==> src/rtl/ars_pkg.sv <==
package ars_pkg;
  localparam int ADDR_W = 5;
  localparam int BYTE_W = 8;
  localparam logic [ADDR_W-1:0] MAP_LAST   = 5'd13;
  localparam logic [ADDR_W-1:0] CH1_BASE   = 5'd3;
  localparam logic [ADDR_W-1:0] MOD_ADDR   = 5'd6;
  localparam logic [ADDR_W-1:0] RW_FIRST   = 5'd7;
  localparam logic [ADDR_W-1:0] GRP_LAST   = 5'd12;
  localparam logic [ADDR_W-1:0] STAT_ADDR  = 5'd9;
  localparam logic [ADDR_W-1:0] CFG_ADDR   = 5'd11;
  localparam logic [ADDR_W-1:0] DATA_LAST  = 5'd5;

  typedef enum logic [1:0] {FS_CMD, FS_RD, FS_WR, FS_SKIP} fstate_t;

  // Next read address for a given pointer and read mode.
  function automatic logic [ADDR_W-1:0] rd_next(logic [ADDR_W-1:0] p, logic [1:0] m);
    logic [ADDR_W-1:0] lo, hi;
    lo = p;
    hi = p;
    case (m)
      2'b11: begin lo = 5'd0; hi = MAP_LAST; end
      2'b10: begin
        if (p <= DATA_LAST) begin lo = 5'd0; hi = DATA_LAST; end
        else begin lo = MOD_ADDR; hi = MAP_LAST; end
      end
      2'b01: begin
        if (p <= DATA_LAST) begin lo = 5'd0; hi = DATA_LAST; end
        else if (p >= RW_FIRST && p <= GRP_LAST) begin lo = RW_FIRST; hi = GRP_LAST; end
      end
      default: begin
        if (p < CH1_BASE) begin lo = 5'd0; hi = CH1_BASE - 5'd1; end
        else if (p <= DATA_LAST) begin lo = CH1_BASE; hi = DATA_LAST; end
        else if (p == STAT_ADDR || p == STAT_ADDR + 5'd1) begin lo = STAT_ADDR; hi = STAT_ADDR + 5'd1; end
        else if (p == CFG_ADDR || p == CFG_ADDR + 5'd1) begin lo = CFG_ADDR; hi = CFG_ADDR + 5'd1; end
      end
    endcase
    if (p > MAP_LAST) return 5'd0;
    return (p >= hi) ? lo : p + 5'd1;
  endfunction

  // Next write address: whole-map walk.
  function automatic logic [ADDR_W-1:0] wr_next(logic [ADDR_W-1:0] p);
    return (p >= MAP_LAST) ? 5'd0 : p + 5'd1;
  endfunction
endpackage

==> src/rtl/ars_shifter.sv <==
module ars_shifter #(
  parameter int SYNC_STAGES = 2
) (
  input  logic       clk,
  input  logic       rst_n,
  input  logic       cs_n,
  input  logic       sck,
  input  logic       sdi,
  input  logic [7:0] tx_byte,
  output logic       frame_act,
  output logic       sck_rise,
  output logic       sck_fall,
  output logic       byte_stb,
  output logic [7:0] rx_byte,
  output logic [2:0] bit_cnt,
  output logic       sdo_q
);
  logic sck_s, cs_s, sdi_s, sck_d;
  logic [6:0] shreg;

  generate
    if (SYNC_STAGES <= 1) begin : g_sync1
      always_ff @(posedge clk or negedge rst_n) begin
        if (!rst_n) begin
          sck_s <= 1'b0; cs_s <= 1'b1; sdi_s <= 1'b0;
        end else begin
          sck_s <= sck; cs_s <= cs_n; sdi_s <= sdi;
        end
      end
    end else begin : g_syncn
      logic [SYNC_STAGES-1:0] sck_sr, cs_sr, sdi_sr;
      always_ff @(posedge clk or negedge rst_n) begin
        if (!rst_n) begin
          sck_sr <= '0; cs_sr <= '1; sdi_sr <= '0;
        end else begin
          sck_sr <= {sck_sr[SYNC_STAGES-2:0], sck};
          cs_sr  <= {cs_sr[SYNC_STAGES-2:0], cs_n};
          sdi_sr <= {sdi_sr[SYNC_STAGES-2:0], sdi};
        end
      end
      assign sck_s = sck_sr[SYNC_STAGES-1];
      assign cs_s  = cs_sr[SYNC_STAGES-1];
      assign sdi_s = sdi_sr[SYNC_STAGES-1];
    end
  endgenerate

  assign frame_act = ~cs_s;
  assign sck_rise  = frame_act & sck_s & ~sck_d;
  assign sck_fall  = frame_act & ~sck_s & sck_d;
  assign byte_stb  = sck_rise & (bit_cnt == 3'd7);
  assign rx_byte   = {shreg, sdi_s};

  always_ff @(posedge clk or negedge rst_n) begin
    if (!rst_n) begin
      sck_d   <= 1'b0;
      shreg   <= '0;
      bit_cnt <= '0;
      sdo_q   <= 1'b0;
    end else begin
      sck_d <= sck_s;
      if (!frame_act) begin
        shreg   <= '0;
        bit_cnt <= '0;
        sdo_q   <= 1'b0;
      end else begin
        if (sck_rise) begin
          shreg   <= rx_byte[6:0];
          bit_cnt <= bit_cnt + 3'd1;
        end
        if (sck_fall) sdo_q <= tx_byte[3'd7 - bit_cnt];
      end
    end
  end
endmodule

==> src/rtl/ars_frame_ctl.sv <==
module ars_frame_ctl
  import ars_pkg::*;
(
  input  logic              clk,
  input  logic              rst_n,
  input  logic              frame_act,
  input  logic              byte_stb,
  input  logic [7:0]        rx_byte,
  input  logic [1:0]        strap_id,
  input  logic [1:0]        rd_mode,
  output fstate_t           state,
  output logic [ADDR_W-1:0] ptr,
  output logic              wr_stb
);
  assign wr_stb = byte_stb && (state == FS_WR);

  always_ff @(posedge clk or negedge rst_n) begin
    if (!rst_n) begin
      state <= FS_CMD;
      ptr   <= '0;
    end else if (!frame_act) begin
      state <= FS_CMD;
    end else if (byte_stb) begin
      case (state)
        FS_CMD: begin
          if (rx_byte[7:6] == strap_id) begin
            ptr   <= rx_byte[5:1];
            state <= rx_byte[0] ? FS_RD : FS_WR;
          end else begin
            state <= FS_SKIP;
          end
        end
        FS_RD:   ptr <= rd_next(ptr, rd_mode);
        FS_WR:   ptr <= wr_next(ptr);
        default: state <= FS_SKIP;
      endcase
    end
  end
endmodule

==> src/rtl/ars_regbank.sv <==
module ars_regbank
  import ars_pkg::*;
#(
  parameter int          SAMPLE_W  = 24,
  parameter logic [15:0] CFG_RESET = 16'h8000
) (
  input  logic                clk,
  input  logic                rst_n,
  input  logic [SAMPLE_W-1:0] ch0_sample,
  input  logic [SAMPLE_W-1:0] ch1_sample,
  input  logic [7:0]          mod_bits,
  input  logic                wr_stb,
  input  logic [ADDR_W-1:0]   wr_addr,
  input  logic [7:0]          wr_data,
  input  logic [ADDR_W-1:0]   rd_addr,
  output logic [7:0]          rd_byte,
  output logic [MAP_LAST:RW_FIRST][7:0] rw_q
);
  localparam int SBYTES  = SAMPLE_W / BYTE_W;
  localparam int RO_CNT  = 2 * SBYTES + 1;

  logic [RO_CNT-1:0][7:0] ro_bytes;

  generate
    for (genvar k = 0; k < SBYTES; k++) begin : g_chbytes
      assign ro_bytes[k]          = ch0_sample[SAMPLE_W-1-8*k -: 8];
      assign ro_bytes[SBYTES + k] = ch1_sample[SAMPLE_W-1-8*k -: 8];
    end
  endgenerate
  assign ro_bytes[RO_CNT-1] = mod_bits;

  always_ff @(posedge clk or negedge rst_n) begin
    if (!rst_n) begin
      for (int a = int'(RW_FIRST); a <= int'(MAP_LAST); a++) begin
        if (a == int'(CFG_ADDR))           rw_q[a] <= CFG_RESET[15:8];
        else if (a == int'(CFG_ADDR) + 1)  rw_q[a] <= CFG_RESET[7:0];
        else                               rw_q[a] <= 8'h00;
      end
    end else if (wr_stb && wr_addr >= RW_FIRST && wr_addr <= MAP_LAST) begin
      rw_q[wr_addr] <= wr_data;
    end
  end

  always_comb begin
    if (rd_addr < RW_FIRST)       rd_byte = ro_bytes[rd_addr[2:0]];
    else if (rd_addr <= MAP_LAST) rd_byte = rw_q[rd_addr];
    else                          rd_byte = 8'h00;
  end
endmodule

==> src/rtl/spi_addr_regs.sv <==
module spi_addr_regs
  import ars_pkg::*;
#(
  parameter int          SYNC_STAGES = 2,
  parameter int          SAMPLE_W    = 24,
  parameter logic [15:0] CFG_RESET   = 16'h8000
) (
  input  logic                clk,
  input  logic                rst_n,
  input  logic [1:0]          strap_id,
  input  logic [SAMPLE_W-1:0] ch0_sample,
  input  logic [SAMPLE_W-1:0] ch1_sample,
  input  logic [7:0]          mod_bits,
  input  logic                cs_n,
  input  logic                sck,
  input  logic                sdi,
  output logic                sdo,
  output logic                sdo_en,
  output logic [7:0]          phase_val,
  output logic [7:0]          gain_val,
  output logic [15:0]         status_val,
  output logic [15:0]         config_val,
  output logic [7:0]          aux_val
);
  logic              frame_act, sck_rise, sck_fall, byte_stb, wr_stb;
  logic [7:0]        rx_byte, tx_byte;
  logic [2:0]        bit_cnt;
  logic [ADDR_W-1:0] ptr;
  logic [1:0]        rd_mode;
  fstate_t           state;
  logic [MAP_LAST:RW_FIRST][7:0] rw_q;

  ars_shifter #(.SYNC_STAGES(SYNC_STAGES)) u_shift (
    .clk(clk), .rst_n(rst_n), .cs_n(cs_n), .sck(sck), .sdi(sdi),
    .tx_byte(tx_byte), .frame_act(frame_act), .sck_rise(sck_rise),
    .sck_fall(sck_fall), .byte_stb(byte_stb), .rx_byte(rx_byte),
    .bit_cnt(bit_cnt), .sdo_q(sdo)
  );

  ars_frame_ctl u_ctl (
    .clk(clk), .rst_n(rst_n), .frame_act(frame_act), .byte_stb(byte_stb),
    .rx_byte(rx_byte), .strap_id(strap_id), .rd_mode(rd_mode),
    .state(state), .ptr(ptr), .wr_stb(wr_stb)
  );

  ars_regbank #(.SAMPLE_W(SAMPLE_W), .CFG_RESET(CFG_RESET)) u_regs (
    .clk(clk), .rst_n(rst_n), .ch0_sample(ch0_sample), .ch1_sample(ch1_sample),
    .mod_bits(mod_bits), .wr_stb(wr_stb), .wr_addr(ptr), .wr_data(rx_byte),
    .rd_addr(ptr), .rd_byte(tx_byte), .rw_q(rw_q)
  );

  assign sdo_en     = frame_act && (state == FS_RD);
  assign phase_val  = rw_q[RW_FIRST];
  assign gain_val   = rw_q[RW_FIRST + 5'd1];
  assign status_val = {rw_q[STAT_ADDR], rw_q[STAT_ADDR + 5'd1]};
  assign config_val = {rw_q[CFG_ADDR], rw_q[CFG_ADDR + 5'd1]};
  assign aux_val    = rw_q[MAP_LAST];
  assign rd_mode    = config_val[15:14];
endmodule

==> config.mk <==
export PLATFORM = sky130hd
export DESIGN_NAME = spi_addr_regs
export DESIGN_NICKNAME = d
export VERILOG_FILES = /design/src/rtl/ars_pkg.sv /design/src/rtl/ars_shifter.sv /design/src/rtl/ars_frame_ctl.sv /design/src/rtl/ars_regbank.sv /design/src/rtl/spi_addr_regs.sv
export SDC_FILE = /design/constraint.sdc
export NUM_CORES = 1
export LEC_CHECK = 0
export BUFFER_PORTS_ARGS = -buffer_cell sky130_fd_sc_hd__buf_2
export CORE_ASPECT_RATIO = 0.9
export CORE_UTILIZATION = 59
export DETAILED_ROUTE_END_ITERATION = 10
export GPL_TIMING_DRIVEN = 0
export PLACE_DENSITY = 0.95
export RECOVER_POWER = 50
export SYNTH_ARGS = -nofsm -noshare
export SYNTH_HDL_FRONTEND = slang
export SYNTH_SLANG_ARGS = --single-unit
export TNS_END_PERCENT = 50
==> constraint.sdc <==
create_clock -name clk -period 10.6 [get_ports clk]
set_input_delay 2.12 -clock clk [delete_from_list [all_inputs] [get_ports clk]]
set_output_delay 2.12 -clock clk [all_outputs]
set_load 0.02 [all_outputs]
==> summary.md, run 1 <==
| Metric | Value |
|---|---|
| CP delay by family, top | `buffers and inverters` |
| Most common cell on crit path | `clkbuf_1` |
| Cells along the critical path | `clkbuf_1 -> clkbuf_1` |
| Core ar. | `roughly 8100 um2` |
| Post-Synthesis Cells | `between 400 and 500` |
| FF+latch count, synth | `slightly above 80` |
| Worst hold-check path type | `reg -> reg` |
| Port Buf Inserts | `120` |
| Share of cells above drive strength 1 | `between 40% and 50%` |
| Reg-to-Reg Start | `u_ctl.ptr[1]$_DFFE_PN0P_` |
| CTS root buf | `clkbuf_8` |
| Main combinational cell family by area after synthesis | `multiplexers` |
| Hold_sp | `u_shift.g_syncn.sdi_sr[0]$_DFF_PN0_` |
| Critical path depth | `2` |
| DP Area | `approximately 5800 um2` |
| Final Setup Violations | `0` |
| Clock transition at the registers of the reported paths | `0.08 ns` |
| Layer with the highest usage | `met2` |
| Vias | `about 4.5k` |
| Tot GR Track Use | `a little over a third` |
| Via density | `about 6.6` |
| Final std cells w/o fill | `689` |
| Yosys Warn Count | `0` |
| Row Count | `31` |
| Hold path cells | `0` |
| Cell count of the worst reg-to-reg path | `16` |
| Pleak | `3.062 nW` |
| Fmax | `0.1848 GHz` |
| Skew final | `0.02115 ns` |
| Worst reg2reg endpoint | `u_ctl.ptr[1]$_DFFE_PN0P_` |
| Peak supply drop | `0.1134 mV` |
| Area of the die | `around 9000 um2` |
| Top-count cell post-synth | `dfrtp_1` |
| Setup TNS | `0 ns` |
| RSZ-0062 raised after global routing | `no` |
| # nets final | `666` |
| Main synth FF type | `dfrtp_1` |
| WL/cell | `between 20 and 25 um` |
| TritonCTS clock tree | `yes` |
| Failing checks | `max-capacitance violations, max-slew violations` |
| Mux share of post-synthesis cell area | `about a quarter` |
| PwrDens | `between 100 and 150 nW/um2` |
| Sequential fraction of the synthesis area | `between 40% and 50%` |
| Post-CTS Resized | `0` |
| Cts hold-fix bufs | `0` |
| M3 GR Usage | `between 7 and 8%` |
| Top cells by area, synth | `dfrtp_1 39%, mux2_2 14%, mux4_2 6.7%, ha_1 4.7%, mux2i_1 3.2%` |
| Minimum clock period after layout | `about 5.4 ns` |
| CP Class | `in -> async` |
| Grt ovf | `0` |
| Final Hold Viols | `0` |
| First-iteration detailed-routing DRC count | `slightly below 500` |
| Post-synthesis async set-or-reset flop share | `100.0%` |
| Reported max-cap violation count | `2` |
| Startpoint class of the critical path | `input port` |
| Worst-Skew Late Latency | `approximately 0.37 ns` |
| Final core occ | `roughly 73%` |
| Mapped Nets | `between 500 and 600` |
| Max incr delay on CP | `a little under 2 ns` |
| Max transition margin | `-75.14%` |
| Met2 Resource Use GR | `~61%` |
| Cell taking the most area after synthesis | `dfrtp_1` |
| Design area | `5961 um2` |
| Post-synth EDFFs | `0` |
| Max Slew Vio Count | `84` |
| Clock Sinks | `81` |
| Status | `finished, violations left` |
| DRT Wirelength | `~16 mm` |
| Final worst-path cycle share | `between 50% and 60%` |
| Avg Inst Size Synth | `roughly 11 um2` |
| DRC viols | `0` |
| Ports | `about 120` |
| First-pass GRT wire length | `approximately 24 mm` |
| Post-synthesis compound-gate area fraction | `approximately 15%` |
| Synth top area share | `38.92%` |
| Reg2Reg Setup Slack | `5.44 ns` |
| Synth-to-Final Area Change | `18.86%` |
| DR pass1 iterations | `5` |
| Antenna-violating nets left | `0` |
| Post-CTS Repair Setup Buffers | `0` |
| Slowest-stage cell, CP | `clkbuf_1` |
| CP bufs+invs | `2` |
| Met1 GRT Util | `~45%` |
| Crit path max fanout | `50` |
| Largest net degree at the start of global routing | `51` |
| Xor and xnor area share after synthesis | `0.5240%` |
| Top post-synthesis cells by count | `78 x dfrtp_1, 62 x mux2_2, 39 x nand2_1` |
| Crit. End Element | `async pin` |
| Die Y | `89.46 um` |
| DP Cell Count | `approximately 670` |
| Die width | `~99 um` |
| Hpwl dp | `10.86 mm` |
| Vias in the first global route | `approximately 4.5k` |
| RD Place Congestion | `between 0.9 and 1` |
| Netlist cell types | `70` |
| CTS max path bufs | `2` |
| Hold Path End | `u_shift.g_syncn.sdi_sr[1]$_DFF_PN0_` |
| Initial core utilization | `roughly 62%` |
| CTS H-Tree Depth | `3` |
| Required @ worst endpoint | `around 11 ns` |
| Post-Synth Simple-Gate Area | `between 10% and 20%` |
| Worst Tran Pin Value | `between 2 and 3 ns` |
| Initial antenna violation count | `1` |
| CTS Buf Count | `9` |
| Critical Path AT | `around 5.3 ns` |
| Adder-cell share of the synthesized area | `under 10%` |
| Synth Cell Area | `5015 um2` |
-- final cells by class --
cell class,instances,area [um2]
fill,576,2185
buffer,35,157.7
clock inverter,5,85.08
inverter,15,56.30
tap,99,123.9
multi-input combinational,321,2761
timing repair buffer,121,601.8
sequential,81,2031
antenna,1,2.502
clock buffer,11,141.4
-- cell usage in the layout, fill, tap and decap left out, types with 7 or more instances in the layout --
cell type,n
buf_2,124
dfrtp_1,78
mux2_2,61
nand2_1,39
clkbuf_1,26
a21oi_1,24
o21ai_0,19
ha_1,19
mux2i_1,16
inv_1,15
nor2_1,15
mux4_2,15
a221oi_1,11
clkbuf_8,10
nand3_1,7
o211ai_1,7
-- metal layers --
layer / vias to the layer above / wire length (um)
met2: 317 / 7586
met3: 74 / 1547
met5: - / 0
met1: 2195 / 5846
met4: 0 / 761
li1: 1949 / -
-- metrics by stage --
stage | setup slack, ns | power (mW) | hold WS, ns
after global placement | 6.196 | 0.3534 | 0.3322
final | 5.188 | 0.6079 | 0.3573
after global routing | 4.458 | 0.6222 | 0.3674
after floorplan | 7.031 | 0.3326 | 0.3312
after detailed placement | 6.151 | 0.3562 | 0.3379
after CTS | 6.063 | 0.6097 | 0.3571
-- kinds of logic (layout without fill, tap and decap cells) --
kind of cell,after synthesis,after routing
AND/OR/NAND/NOR,101,101
other,0,1
multiplexers,94,94
adder cells (fa/ha/maj),19,19
buffers and inverters,50,187
AO/OA/AOI/OAI,104,104
flip-flops,81,81
XOR/XNOR,3,3
-- report_power, final --
group / leakage [nW] / switching, mW / internal (mW)
logic: 1.86 / 0.0210 / 0.0160
clock network: 0.111 / 0.117 / 0.141
registers: 1.09 / 0.00179 / 0.311
total: 3.06 / 0.140 / 0.468
-- how the worst max path moves through the flow --
stage | from | to | slack [ns]
finish | rst_n | u_shift.shreg[6]$_DFFE_PN0P_ | 5.19
global route | rst_n | u_shift.sck_d$_DFF_PN0_ | 4.46
CTS | u_ctl.ptr[1]$_DFFE_PN0P_ | u_ctl.ptr[1]$_DFFE_PN0P_ | 6.06
detailed placement | u_ctl.ptr[1]$_DFFE_PN0P_ | u_ctl.ptr[1]$_DFFE_PN0P_ | 6.15
global placement | u_ctl.ptr[1]$_DFFE_PN0P_ | u_ctl.ptr[0]$_DFFE_PN0P_ | 6.20
floorplan | u_ctl.ptr[1]$_DFFE_PN0P_ | u_ctl.ptr[2]$_DFFE_PN0P_ | 7.03
-- flip-flops by register name, summed over array words and instances (netlist names) --
signal,count
u_regs.rw_q,56
u_shift.shreg,7
u_ctl.state,2
u_shift.sdo_q,1
u_shift.g_syncn.sdi_sr,2
u_ctl.ptr,5
u_shift.g_syncn.sck_sr,2
u_shift.g_syncn.cs_sr,2
u_shift.sck_d,1
u_shift.bit_cnt,3
Note: power is estimated with default switching activity, not from simulation.
==> inputs of run 2 (changes only) <==
- CORE_UTILIZATION: 59 -> 54
- PLACE_DENSITY: 0.95 -> 0.89
- clock period: 10.6 -> 5.59 ns (I/O delays scaled with it)
==> run 2 against run 1 <==
Compared with the run above: the run still ends with max-capacitance violations, max-slew violations left; core utilization is 5.6 points lower; critical endpoint is now u_ctl.ptr[0]$_DFFE_PN0P_; sequential power up 89%; largest cell class unchanged; sequential share of layout area is essentially flat; global-route usage fell by 4.1 points; via count is 0.95% lower; first-iteration DRC count grew 12%; worst setup slack got worse by 4.2 ns; clock skew decreased by 0.012 ns; largest power group unchanged; register-to-register slack worse by 4.5 ns.
==> summary.md, run 2 (synthesis gave the netlist of run 1 again) <==
| Metric | Value |
|---|---|
| Die width | `103.6 um (was 99.18 um)` |
| Clock transition at the registers of the reported paths | `0.08 ns (about the same)` |
| DRT Wirelength | `15.28 mm (was 15.74 mm)` |
| Setup TNS | `0 ns (unchanged)` |
| Clock power share | `39.5% (was 42.5%)` |
| Via density | `6.354 (was 6.582)` |
| Area of the die | `9676 um2 (was 8873 um2)` |
| Final worst-path cycle share | `slightly above 80%` |
| Setup slack at placement | `1.058 ns (was 6.151 ns)` |
| TritonCTS clock tree | `yes (unchanged)` |
| Reg2Reg Setup Slack | `0.96 ns (was 5.44 ns)` |
| Max Slew Vio Count | `67 (was 84)` |
| Net switching power | `0.2619 mW (was 0.1400 mW)` |
| RSZ-0062 raised after global routing | `no (unchanged)` |
| Max incr delay on CP | `0.54 ns (was 1.95 ns)` |
| Synth-to-Final Area Change | `18.74% (was 18.86%)` |
| Vias in the first global route | `4,452 (unchanged)` |
| Core ar. | `8808 um2 (was 8145 um2)` |
| Post-CTS Resized | `0 (unchanged)` |
| # nets final | `666 (unchanged)` |
| Sw Share | `23.86% (was 23.04%)` |
| Worst Tran Pin Value | `2.898 ns (was 2.627 ns)` |
| Worst-Skew Late Latency | `0.36 ns (was 0.37 ns)` |
| Max reg flops | `56 (unchanged)` |
| DP Area | `5794 um2 (was 5769 um2)` |
| Reported max-cap violation count | `1 (was 2)` |
| Final Setup Violations | `0 (unchanged)` |
| Most frequent cells in the layout | `117 x buf_2, 78 x dfrtp_1, 62 x mux2_2 (was 124 x buf_2, 78 x dfrtp_1, 61 x mux2_2)` |
| Failing checks | `max-capacitance violations, max-slew violations (unchanged)` |
| Final Power | `1.098 mW (was 0.6079 mW)` |
| First-iteration detailed-routing DRC count | `540 (was 483)` |
| Biggest register | `u_regs.rw_q (unchanged)` |
| CP delay by family, top | `compound AO/OA/AOI/OAI gates (was buffers and inverters)` |
| Internal Pwr Total | `0.8357 mW (was 0.4679 mW)` |
| Largest registers | `u_regs.rw_q (56), u_shift.shreg (7), u_ctl.ptr (5) (unchanged)` |
| PwrDens | `184.3 nW/um2 (was 102.0 nW/um2)` |
| Initial antenna violation count | `0 (was 1)` |
| Worst reg2reg endpoint | `u_ctl.ptr[0]$_DFFE_PN0P_ (was u_ctl.ptr[1]$_DFFE_PN0P_)` |
| Skew final | `0.008961 ns (was 0.02115 ns)` |
| Final core occ | `67.60% (was 73.18%)` |
| Crit. End Element | `flip-flop (was async pin)` |
| Required @ worst endpoint | `5.85 ns (was 10.50 ns)` |
| Status | `finished, violations left (unchanged)` |
| Most common cell on crit path | `buf_2 (was clkbuf_1)` |
| Critical Path AT | `4.89 ns (was 5.31 ns)` |
| Post-CTS Repair Setup Buffers | `0 (unchanged)` |
| CTS max path bufs | `2 (unchanged)` |
| PnR worst setup slack | `0.9573 ns (was 5.188 ns)` |
| Hpwl dp | `11.12 mm (was 10.86 mm)` |
| Seq. cell area | `2031 um2 (unchanged)` |
| Antenna cells | `0 (was 1)` |
| Antenna-violating nets left | `0 (unchanged)` |
| Die Y | `93.42 um (was 89.46 um)` |
| Worst hold-check path type | `reg -> reg (unchanged)` |
| Ports | `121 (unchanged)` |
| First-pass GRT wire length | `23.92 mm (was 23.87 mm)` |
| Multi-input logic area | `2768 um2 (was 2761 um2)` |
| CTS root buf | `clkbuf_8 (unchanged)` |
| Cells along the critical path | `buf_2 -> buf_2 -> inv_1 -> ha_1 -> buf_2 -> o21ai_0 -> nand2_1 -> a211oi_1 -> o22ai_1 -> ha_1 -> nor2b_1 -> o21ai_0 -> a31oi_1 -> a211oi_4 -> or2_4 -> o31ai_1 (was clkbuf_1 -> clkbuf_1)` |
| Cell count of the worst reg-to-reg path | `16 (unchanged)` |
| Vias | `4,492 (was 4,535)` |
| Hold_sp | `u_shift.g_syncn.cs_sr[0]$_DFF_PN1_ (was u_shift.g_syncn.sdi_sr[0]$_DFF_PN0_)` |
| Max transition margin | `-93.21% (was -75.14%)` |
| Reg-to-Reg Start | `u_ctl.ptr[1]$_DFFE_PN0P_ (unchanged)` |
| Tot GR Track Use | `32.50% (was 36.57%)` |
| Slowest-stage cell, CP | `dfrtp_1 (was clkbuf_1)` |
| Clock Sinks | `81 (unchanged)` |
| Fillers | `693 (was 576)` |
| WL/cell | `21.61 um (was 22.85 um)` |
| Largest net degree at the start of global routing | `67 (was 51)` |
| CTS H-Tree Depth | `3 (unchanged)` |
| Final Hold Viols | `0 (unchanged)` |
| Hold path cells | `0 (unchanged)` |
| Part of the power in registers | `54.0% (was 51.5%)` |
| Peak supply drop | `0.2361 mV (was 0.1134 mV)` |
| Cts hold-fix bufs | `0 (unchanged)` |
| Share of cells above drive strength 1 | `39.80% (was 40.58%)` |
| Design area | `5954 um2 (was 5961 um2)` |
| Comb power frac | `6.5% (was 6.1%)` |
| Crit path max fanout | `10 (was 50)` |
| Hold Path End | `u_shift.g_syncn.cs_sr[1]$_DFF_PN1_ (was u_shift.g_syncn.sdi_sr[1]$_DFF_PN0_)` |
| Pleak | `3.022 nW (was 3.062 nW)` |
| DR pass1 iterations | `5 (unchanged)` |
| DRC viols | `0 (unchanged)` |
| Row Count | `32 (was 31)` |
| DP Cell Count | `692 (was 672)` |
| CP Class | `reg -> reg (was in -> async)` |
| Startpoint class of the critical path | `flip-flop (was input port)` |
| CP bufs+invs | `4 (was 2)` |
| Port Buf Inserts | `120 (unchanged)` |
| Hold_ws | `0.3589 ns (was 0.3573 ns)` |
| CTS Buf Count | `9 (unchanged)` |
| RD Place Congestion | `0.9727 (was 0.9332)` |
| Final std cells w/o fill | `707 (was 689)` |
| Commonest non-fill, non-tap cell in the layout | `buf_2 (unchanged)` |
| Fmax | `around 0.22 GHz` |
| Initial core utilization | `56.93% (was 61.57%)` |
| Grt ovf | `0 (unchanged)` |
| Minimum clock period after layout | `between 4 and 5 ns` |
==> run 2: how the worst max path moves through the flow <==
stage | end | cells after the start | start | slack [ns]
6_report | u_ctl.ptr[0]$_DFFE_PN0P_ | 16 | u_ctl.ptr[1]$_DFFE_PN0P_ | 0.96
5_1_grt | u_shift.sck_d$_DFF_PN0_ | 2 | rst_n | 0.43
4_1_cts | u_ctl.ptr[0]$_DFFE_PN0P_ | 16 | u_ctl.ptr[1]$_DFFE_PN0P_ | 1.01
3_5_place_dp | u_ctl.ptr[0]$_DFFE_PN0P_ | 16 | u_ctl.ptr[1]$_DFFE_PN0P_ | 1.06
3_3_place_gp | u_ctl.ptr[0]$_DFFE_PN0P_ | 16 | u_ctl.ptr[1]$_DFFE_PN0P_ | 1.12
2_1_floorplan | u_ctl.ptr[2]$_DFFE_PN0P_ | 16 | u_ctl.ptr[1]$_DFFE_PN0P_ | 2.02
==> run 2: layout make-up <==
class,instances,area share [%]
clock inverters,5,0.9456
repair buffers,121,10.02
multi-input cells,321,46.48
well taps,119,2.501
inverters,15,0.9456
plain buffers,35,2.690
flip-flops and latches,81,34.10
clock buffers,10,2.311
==> run 2: power by group through the flow <==
| stage | Sequential (mW) | Clock (mW) | Combinational [mW] |
|---|---|---|---|
| finish | 0.593 | 0.433 | 0.0714 |
| global route | 0.594 | 0.450 | 0.0784 |
| CTS | 0.593 | 0.431 | 0.0733 |
| detailed placement | 0.605 | 0 | 0.0724 |
| global placement | 0.604 | 0 | 0.0672 |
| floorplan | 0.603 | 0 | 0.0274 |
==> run 2: layer usage <==
metal | GRT usage, % | wire [um] | share of wire [%]
met5 | 0 | 0 | 0
met4 | 11.59 | 370 | 2.4
met3 | 6.481 | 1677 | 11
met2 | 53.30 | 7169 | 47
met1 | 43.16 | 6058 | 40
==> run 2: worst reg2reg max path, stage by stage, from the launching register on <==
cell	delay [ns]
dfrtp_1	0.54
buf_2	0.38
buf_2	0.31
inv_1	0.17
ha_1	0.23
buf_2	0.18
o21ai_0	0.46
nand2_1	0.09
a211oi_1	0.30
o22ai_1	0.13
ha_1	0.32
nor2b_1	0.10
o21ai_0	0.16
a31oi_1	0.45
a211oi_4	0.10
or2_4	0.31
o31ai_1	0.28
